File: config.mk
export PLATFORM = sky130hd
export DESIGN_NAME = cadence_gen
export DESIGN_NICKNAME = d
export VERILOG_FILES = /design/src/rtl/cadence_pkg.sv /design/src/rtl/cadence_offset.sv /design/src/rtl/cadence_blocks.sv /design/src/rtl/cadence_gen.sv
export SDC_FILE = /design/constraint.sdc
export NUM_CORES = 1
export LEC_CHECK = 0
export BUFFER_PORTS_ARGS = -buffer_cell sky130_fd_sc_hd__buf_2
export CAP_MARGIN = 15
export CORE_UTILIZATION = 39
export DETAILED_ROUTE_END_ITERATION = 7
export HOLD_SLACK_MARGIN = 0.1
export PLACE_DENSITY_LB_ADDON = 0.08
export SLEW_MARGIN = 20
export SYNTH_ARGS = -nofsm -noshare
export SYNTH_HDL_FRONTEND = slang
export SYNTH_SLANG_ARGS = --single-unit
File: constraint.sdc
create_clock -name clk_i -period 4.79 [get_ports clk_i]
set_input_delay 0.2395 -clock clk_i [delete_from_list [all_inputs] [get_ports clk_i]]
set_output_delay 0.2395 -clock clk_i [all_outputs]
set_load 0.005 [all_outputs]
File: src/rtl/cadence_pkg.sv
package cadence_pkg;
  typedef logic [2:0] rate_t;

  localparam rate_t RATE_32K  = 3'd0;
  localparam rate_t RATE_44K1 = 3'd1;
  localparam rate_t RATE_48K  = 3'd2;
  localparam rate_t RATE_96K  = 3'd4;
  localparam rate_t RATE_192K = 3'd6;

  function automatic logic is_frac(input rate_t r);
    return (r == 3'd1) || (r == 3'd3) || (r == 3'd5);
  endfunction

  // events per timestamp interval
  function automatic logic [5:0] ts_interval(input rate_t r);
    if (r <= 3'd2)      return 6'd8;
    else if (r <= 3'd4) return 6'd16;
    else                return 6'd32;
  endfunction

  function automatic logic [5:0] fixed_blocks(input rate_t r);
    case (r)
      RATE_32K:  return 6'd4;
      RATE_96K:  return 6'd12;
      RATE_192K: return 6'd24;
      default:   return 6'd6;
    endcase
  endfunction
endpackage

File: src/rtl/cadence_offset.sv
module cadence_offset
  import cadence_pkg::*;
#(
  parameter int CYCLE_TICKS = 3072,
  parameter int FRAC_BASE   = 1386,
  parameter int PH_WRAP     = 147,
  parameter int PH_INIT     = 67,
  parameter int PH_MOD      = 13,
  parameter int OFF_W       = 16
) (
  input  logic             clk_i,
  input  logic             rst_ni,
  input  logic             start_i,
  input  logic             adv_i,
  input  rate_t            rate_i,
  output logic [OFF_W-1:0] off_o,
  output logic             no_info_o
);
  localparam int LW = $clog2(2 * CYCLE_TICKS);
  localparam int PW = $clog2(PH_WRAP);
  localparam logic [LW-1:0] CYC   = LW'(CYCLE_TICKS);
  localparam logic [LW-1:0] THIRD = LW'(CYCLE_TICKS / 3);
  localparam logic [LW-1:0] BASE  = LW'(FRAC_BASE);
  localparam logic [PW-1:0] PLAST = PW'(PH_WRAP - 1);

  logic [LW-1:0] last_q, last_d, step;
  logic [PW-1:0] ph_q, ph_d, idx;
  logic          bump;

  always_comb begin
    idx  = ph_q % PW'(PH_MOD);
    bump = ((idx != '0) && (idx[1:0] == 2'b00)) || (ph_q == PLAST);
    if (is_frac(rate_i))          step = BASE + LW'(bump);
    else if (rate_i == RATE_32K)  step = CYC;
    else                          step = THIRD;
    ph_d = ph_q;
    if (last_q < CYC) begin
      last_d = last_q + step;
      if (is_frac(rate_i)) ph_d = (ph_q == PLAST) ? '0 : ph_q + 1'b1;
    end else begin
      last_d = last_q - CYC;
    end
    no_info_o = (last_d >= CYC);
    off_o     = no_info_o ? {OFF_W{1'b1}} : OFF_W'(last_d);
  end

  always_ff @(posedge clk_i or negedge rst_ni) begin
    if (!rst_ni) begin
      last_q <= CYC;
      ph_q   <= PW'(PH_INIT);
    end else if (start_i) begin
      last_q <= CYC;
      ph_q   <= PW'(PH_INIT);
    end else if (adv_i) begin
      last_q <= last_d;
      ph_q   <= ph_d;
    end
  end
endmodule

File: src/rtl/cadence_blocks.sv
module cadence_blocks
  import cadence_pkg::*;
#(
  parameter int PH_WRAP = 80,
  parameter int BLK_W   = 6
) (
  input  logic             clk_i,
  input  logic             rst_ni,
  input  logic             start_i,
  input  logic             adv_i,
  input  rate_t            rate_i,
  input  logic             blocking_i,
  input  logic             no_info_i,
  output logic [BLK_W-1:0] blocks_o
);
  localparam int PW   = $clog2(PH_WRAP);
  localparam int HALF = PH_WRAP / 2;

  logic [PW-1:0] ph_q, ph_d, wrap;
  logic [1:0]    k;
  logic          odd, tail;

  always_comb begin
    k    = rate_i[2:1];
    wrap = PW'(PH_WRAP >> k);
    odd  = ph_q[0];
    tail = (ph_q == '0) || (ph_q >= PW'(HALF));
    ph_d = ph_q;
    if (blocking_i) begin
      blocks_o = no_info_i ? '0 : BLK_W'(ts_interval(rate_i));
    end else if (!is_frac(rate_i)) begin
      blocks_o = BLK_W'(fixed_blocks(rate_i));
    end else begin
      if (rate_i == RATE_44K1) blocks_o = BLK_W'(5) + BLK_W'(odd ^ tail);
      else                     blocks_o = BLK_W'(11) * BLK_W'(k) + BLK_W'(ph_q == '0);
      ph_d = (ph_q + 1'b1 >= wrap) ? '0 : ph_q + 1'b1;
    end
  end

  always_ff @(posedge clk_i or negedge rst_ni) begin
    if (!rst_ni)       ph_q <= '0;
    else if (start_i)  ph_q <= '0;
    else if (adv_i)    ph_q <= ph_d;
  end
endmodule

File: src/rtl/cadence_gen.sv
module cadence_gen
  import cadence_pkg::*;
#(
  parameter int CYCLE_TICKS  = 3072,
  parameter int FRAC_BASE    = 1386,
  parameter int OFF_PH_WRAP  = 147,
  parameter int OFF_PH_INIT  = 67,
  parameter int BLK_PH_WRAP  = 80,
  parameter int OFF_W        = 16,
  parameter int BLK_W        = 6
) (
  input  logic             clk_i,
  input  logic             rst_ni,
  input  logic             start_i,
  input  logic [2:0]       rate_i,
  input  logic             blocking_i,
  input  logic             ready_i,
  output logic             valid_o,
  output logic [BLK_W-1:0] blocks_o,
  output logic [OFF_W-1:0] offset_o
);
  rate_t            rate_q;
  logic             blocking_q, run_q, valid_q, adv;
  logic [OFF_W-1:0] off_nxt, off_q;
  logic [BLK_W-1:0] blk_nxt, blk_q;
  logic             no_info;

  assign adv = run_q && !start_i && (!valid_q || ready_i);

  cadence_offset #(
    .CYCLE_TICKS(CYCLE_TICKS), .FRAC_BASE(FRAC_BASE), .PH_WRAP(OFF_PH_WRAP),
    .PH_INIT(OFF_PH_INIT), .PH_MOD(13), .OFF_W(OFF_W)
  ) u_off (
    .clk_i, .rst_ni, .start_i, .adv_i(adv), .rate_i(rate_q),
    .off_o(off_nxt), .no_info_o(no_info)
  );

  cadence_blocks #(.PH_WRAP(BLK_PH_WRAP), .BLK_W(BLK_W)) u_blk (
    .clk_i, .rst_ni, .start_i, .adv_i(adv), .rate_i(rate_q),
    .blocking_i(blocking_q), .no_info_i(no_info), .blocks_o(blk_nxt)
  );

  always_ff @(posedge clk_i or negedge rst_ni) begin
    if (!rst_ni) begin
      rate_q <= '0; blocking_q <= 1'b0; run_q <= 1'b0; valid_q <= 1'b0;
      off_q <= '0;  blk_q <= '0;
    end else if (start_i) begin
      rate_q <= rate_i; blocking_q <= blocking_i; run_q <= 1'b1; valid_q <= 1'b0;
    end else if (adv) begin
      valid_q <= 1'b1; off_q <= off_nxt; blk_q <= blk_nxt;
    end
  end

  assign valid_o  = valid_q;
  assign blocks_o = blk_q;
  assign offset_o = off_q;
endmodule

# After elaboration in Yosys (flattened, before gate mapping)
# Cells that the tools add are included.
# word_totals
inputBits	8
output_inout_bits	23
elab_cells	79
register_bits	56
# classes
n_lt_le_gt_ge	6
reduce_logical	20
n_mul	1
add_sub_neg	7
shift	1
eq_ne	7
bitwise_logic	2
n_mux	25
n_div	1
# ops
cell	n
$mux 13	4
$mux 8	5
$mux 6	6
$mux 7	5
$mux 16	1
$pmux 5 s3	1
$add 13x13->13	1
$ge 13x12->1 const B	1
$lt 13x12->1 const B	1
$sub 13x12->13 const B	1
$add 11x1->12 const A	1
$mux 12	1
$eq 3x3->1 const B	3
$add 8x1->8 const B	1
$eq 8x8->1 const B	1
$mod 8x4->8 const B	1
$reduce_bool 8->1	1
$add 7x1->7 const B	1
$ge 7x6->1 const B	1
$ge 7x7->1	1
$logic_not 7->1	1
$shr 7x2->7 const A	1
$add 3x6->6 const A	1
$add 6x1->6	1
other kinds (17)	28

# Depth between registers and ports, before layout
# depth
ltp_word	11
depth_mapped	21
ltp_nobuf	19

# Modules after synthesis
# A second synthesis with hierarchy kept.
# hier_totals
hier_cells	468
area_unflattened_um2	4197.8
# by_module_without_submodules
mod	instances	area_each_um2	seq_area_each_um2	cells_each
cadence_offset	1	2288.4	531.8	308
cadence_gen	1	1062.3	700.7	62
cadence_blocks	1	847.1	175.2	98

# Least setup slack after synthesis
# Ideal clock, no wire load.
# synth_path
path_type	register to register
start	register u_off.ph_q[6]
end	register off_q[9], in the netlist offset_o[9]
arrival_ns	4.231
setup_slack_ns	0.425
path_buffers	3
path_stages_with_launch	20
setup_ns	0.135
cell_sequence	dfstp_2 > buf_4 > buf_4 > o21ai_1 > a32o_2 > or2_1 > o311ai_1 > o31ai_1 > o2111a_1 > a2111oi_2 > ha_1 > inv_1 > fa_1 > o21bai_1 > a221oi_1 > o21ai_0 > nor2_1 > a2111oi_4 > buf_2 > o22ai_1
# synth_between
elab_chain_cells	10
word_cells_on_any_way	12
# synth_rtl
element	line	source
start: declaration	cadence_offset.sv:27	logic [PW-1:0] ph_q, ph_d, idx;
start signal: assignment	cadence_offset.sv:50	ph_q <= PW'(PH_INIT);
start signal: assignment	cadence_offset.sv:53	ph_q <= PW'(PH_INIT);
start signal: assignment	cadence_offset.sv:56	ph_q <= ph_d;
$mod 8x4->8	cadence_offset.sv:31	idx = ph_q % PW'(PH_MOD);
$reduce_bool 8->1 or $logic_not 2->1 (tied branches)	cadence_offset.sv:32	bump = ((idx != '0) && (idx[1:0] == 2'b00)) || (ph_q == PLAST);
$logic_and 1x1->1	cadence_offset.sv:32	
$logic_or 1x1->1 *	cadence_offset.sv:32	
$add 11x1->12 *	cadence_offset.sv:33	if (is_frac(rate_i)) step = BASE + LW'(bump);
$mux 13 *	cadence_offset.sv:33	
$add 13x13->13 *	cadence_offset.sv:38	last_d = last_q + step;
$mux 13 *	cadence_offset.sv:37	if (last_q < CYC) begin
$ge 13x12->1	cadence_offset.sv:43	no_info_o = (last_d >= CYC);
$mux 16 *	cadence_offset.sv:44	off_o = no_info_o ? {OFF_W{1'b1}} : OFF_W'(last_d);
end signal: assignment	cadence_gen.sv:46	off_q <= '0; blk_q <= '0;
end signal: assignment	cadence_gen.sv:50	valid_q <= 1'b1; off_q <= off_nxt; blk_q <= blk_nxt;
end: declaration	cadence_gen.sv:24	logic [OFF_W-1:0] off_nxt, off_q;
# Mark *: on every way between the ends. The rest lies on a longest branch, timed or not.
# A chain may end at the register's enable or synchronous reset.

# Worst setup path in the final report
# layout_path
start	register u_off.ph_q[6]
end	register blk_q[5], in the netlist blocks_o[5]
# layout_between
elab_chain_cells	11
word_cells_on_any_way	13
# layout_rtl
element	line	source
$mod 8x4->8	cadence_offset.sv:31	
$reduce_bool 8->1 or $logic_not 2->1 (tied branches)	cadence_offset.sv:32	
$logic_and 1x1->1	cadence_offset.sv:32	
$logic_or 1x1->1 *	cadence_offset.sv:32	
$add 11x1->12 *	cadence_offset.sv:33	
$mux 13 *	cadence_offset.sv:33	
$add 13x13->13 *	cadence_offset.sv:38	
$mux 13 *	cadence_offset.sv:37	
$ge 13x12->1 *	cadence_offset.sv:43	
$mux 6 *	cadence_blocks.sv:30	blocks_o = no_info_i ? '0 : BLK_W'(ts_interval(rate_i));
$mux 6 *	cadence_blocks.sv:29	if (blocking_i) begin
end signal: assignment	cadence_gen.sv:46	
end signal: assignment	cadence_gen.sv:50	
end: declaration	cadence_gen.sv:25	logic [BLK_W-1:0] blk_nxt, blk_q;
# Marks and branches as above.

==> run metrics <==
Hold WS=0.118 ns; Setup TNS Final=0 ns; total wire length=just over 10000 um; Synth Warn #=0; Non-Filler Instances=677; Setup Crit Path Kind=reg2reg; die extent in x=between 100 and 150 um; endpoints failing hold=0; cell taking the most area after synthesis=dfrtp_1; H-tree depth=2; Slew Viols, Final=0; Syn Std Cell Area=roughly 0.0042 mm^2; Seq/Total Area, Yosys=0.324; IO Port Bufs=30; fin crit share=0.964; FF+latch area=0.00137 mm^2; CP required=~5.0 ns; DRC viols=0; vias=3745; top cell type's share of synthesized area=0.293; n_diodes=0; Clock power frac=0.187; CP Cell Sequence=clkbuf_2, buf_4, or4b_1, o221ai_1, a211o_4, inv_1, a221oi_2, a211oi_1, o21a_1, a2111oi_4, ha_2, inv_1, fa_2, o21bai_1, a221oi_2, o21ai_1, nor2_2, a221oi_4, a2111oi_4, buf_4, a41o_1; vias per cell=5.53; status=complete, no violations; Worst Clk Skew=0.0205 ns; number of synthesized flops with an enable pin=0; P per Cell Area=about 300 mW/mm^2; sw frac=0.371; final setup violating endpoints=0; Post-Syn Area per Cell=8.56 um^2; Core Region=roughly 0.010 mm^2; r2r worst-path depth=21; max_slew headroom=0.428; crit path time final=roughly 4.6 ns; DR pass1 iterations=4; first-pass GRT wire length=~17000 um; share of cells above drive strength 1=0.224; die area=0.0111 mm^2; Yosys cell types=73; CTS tree=built; area occupied by multi-input gates=between 0.002 and 0.003 mm^2; Async S/R FF share, synth=1.00; later-pin clock latency in the skew report=0.32 ns; Arr. time, crit path=4.83 ns; Critical Path Source=u_off.ph_q[6]; Starting Density=0.403; min-delay src=rate_i[2]; synth top area cells=dfrtp_1, ha_1, nand2_1; Max FO, Critical Path=8; post-route setup slack=approximately 0.17 ns; highest metal used=met4; Reg power frac=0.427; fillers=1067; Area growth syn-to-layout=16.1%; Final #Nets=approximately 580; Die H=106 um; Max Fclk=between 200 and 250 MHz; Root Buffer=clkbuf_8; VDD IR max=0.000139 V; DR WL met3=291 um; initial antenna violation count=0; Crit-path slowest cell=or4b_1; metal1 wirelength=roughly 5200 um; internal power=0.894 mW; reg2reg start=u_off.ph_q[6]; worst slack at placement=-0.339 ns; Cells after Synth=around 490; Comb power frac=0.386; Hold Crit Class=in2reg; CTS buffer count=5; number of global-route vias before repair=3545; Crit. End Element=flop; Hold Path Sink=rate_q[2]; Final Wtd Congestion=0.825; Max-Cap Viols=0; NetSw=0.526 mW; Syn Nets=524; largest net degree at the start of global routing=55; Clk pin slew, worst setup/hold paths=0.11 ns; Hold Path Stages=3; # IOs=31; Total GRT Usage=0.191; RR Endpoint=blocks_o[5]; DR WL/cell=15.1 um; Worst path max stage delay=0.52 ns; grt ovf=0; clk sink count=between 50 and 60; Setup crit start kind=flop; post-route ant nets=0; met2 routed WL=4700 um; initial DRC count=approximately 130; Rows=37; Leakage=2.13 nW; Worst-Margin Slew=0.851 ns; Synth Register Bits=54; r2r setup slk=roughly 0.17 ns; DPL Wire Length=7050 um; cell total after placement=between 600 and 700; Top FF cell, synth=dfrtp_1; largest buffer count on any clock path=2
==> worst max-delay path: cells and delay by family (launching register included) <==
family / cells / cell delay [ns]
flops: 1 / 0.51
buf+inv: 5 / 0.63
simple gates: 2 / 0.62
compound gates: 12 / 2.19
fa+ha+maj: 2 / 0.57
==> power groups by stage <==
stage / sequential [mW] / clock (mW) / combinational [mW]
floorplan: 0.603 / 0 / 0.356
global placement: 0.613 / 0 / 0.508
detailed placement: 0.616 / 0 / 0.513
CTS: 0.607 / 0.276 / 0.530
global route: 0.622 / 0.297 / 0.615
finish: 0.607 / 0.266 / 0.548
==> registers in the layout (all words and copies together), names as in the netlist <==
| register | cells |
|---|---|
| offset_o | 14 |
| u_off.last_q | 13 |
| u_off.ph_q | 8 |
| u_blk.ph_q | 7 |
| blocks_o | 6 |
| rate_q | 3 |
| blocking_q | 1 |
| run_q | 1 |
| valid_o | 1 |
==> cell usage in the layout (no fill, tap or decap), types with 6 or more instances in the layout <==
cell       n
dfrtp_1   46
nand3_1   11
nor3_1     9
buf_4     46
ha_1      24
xnor2_1   13
nor2_1    51
o21ai_0   23
and3_1     6
nand2_1   52
o31ai_1    8
buf_2     30
o21a_1     8
xor2_1     8
and2_1     6
a31oi_1    6
nand2b_1   7
a21oi_1   34
a21o_1     7
inv_1     19
==> per-stage QoR <==
stage                     utilization  power (mW)  area, um^2
final                           0.469        1.42        4860
after global routing            0.469        1.53        4860
after CTS                       0.457        1.41        4740
after detailed placement        0.445        1.13        4610
after global placement          0.445        1.12        4610
after floorplan                     -       0.958        4180
==> area by class of cell <==
type	count	share of cell area
timing repair buffer	80	0.111
clock buffer	6	0.0149
multi-input combinational	380	0.541
inverter	19	0.0147
tap	136	0.0350
clock inverter	2	0.00283
sequential	54	0.281
==> synthesized netlist by cell type (3+ instances only) <==
cell type / instances
xnor2_1: 13
inv_1: 19
a21o_1: 7
clkbuf_1: 18
a31oi_1: 6
a211o_1: 4
o21a_1: 8
o21ai_0: 24
nor2_1: 52
nor2b_1: 5
buf_4: 8
dfstp_2: 5
and3_1: 6
xor2_1: 8
a311oi_1: 3
o31ai_1: 8
or3_1: 3
and2_1: 6
dfrtp_1: 49
or3b_1: 3
nand3_1: 11
ha_1: 25
nand4b_1: 3
nand2_1: 52
nor4b_1: 3
nand2b_1: 7
o21bai_1: 4
nor3_1: 10
a21oi_1: 34
nor3b_1: 4
mux2i_1: 4
o21ai_1: 4
buf_2: 9
o22ai_1: 3
a41o_1: 5
a221o_1: 3
==> per-layer routing <==
metal / GRT usage / vias to the layer above
met5: 0 / -
met1: 0.268 / 1818
met3: 0.0309 / 10
met2: 0.312 / 53
met4: 0.0337 / 0
li1: - / 1864
==> repair_timing <==
| item | CTS | global route |
|---|---|---|
| hold buffers | 1 | 0 |
| pin swaps | 2 | 6 |
| endpoints found under the setup margin | 15 | 17 |
| setup buffers | 4 | 8 |
| resized for setup | 2 | 14 |
| endpoints found under the hold margin | 40 | 0 |
==> worst max-delay path by stage <==
stage	end	slack (ns)	cells past startpoint
after CTS	blocks_o[5]	0.03	18
after detailed placement	offset_o[5]	-0.34	18
after global placement	offset_o[5]	-0.15	18
after floorplan	offset_o[9]	0.42	19
final	blocks_o[5]	0.17	21
after global routing	blocks_o[5]	-0.01	21
==> kinds of logic (layout without fill, tap and decap cells) <==
kind of cell,count (synthesis),after routing,share of synthesized area
AOI/OAI and AO/OA,146,146,0.256
DFF,54,54,0.324
buffers and inverters,55,107,0.0610
adders and majority gates,27,27,0.0843
and+or+nand+nor,180,180,0.216
muxes,6,6,0.0150
xor gates and xnor gates,21,21,0.0440
Note: power is estimated with default switching activity, not from simulation.
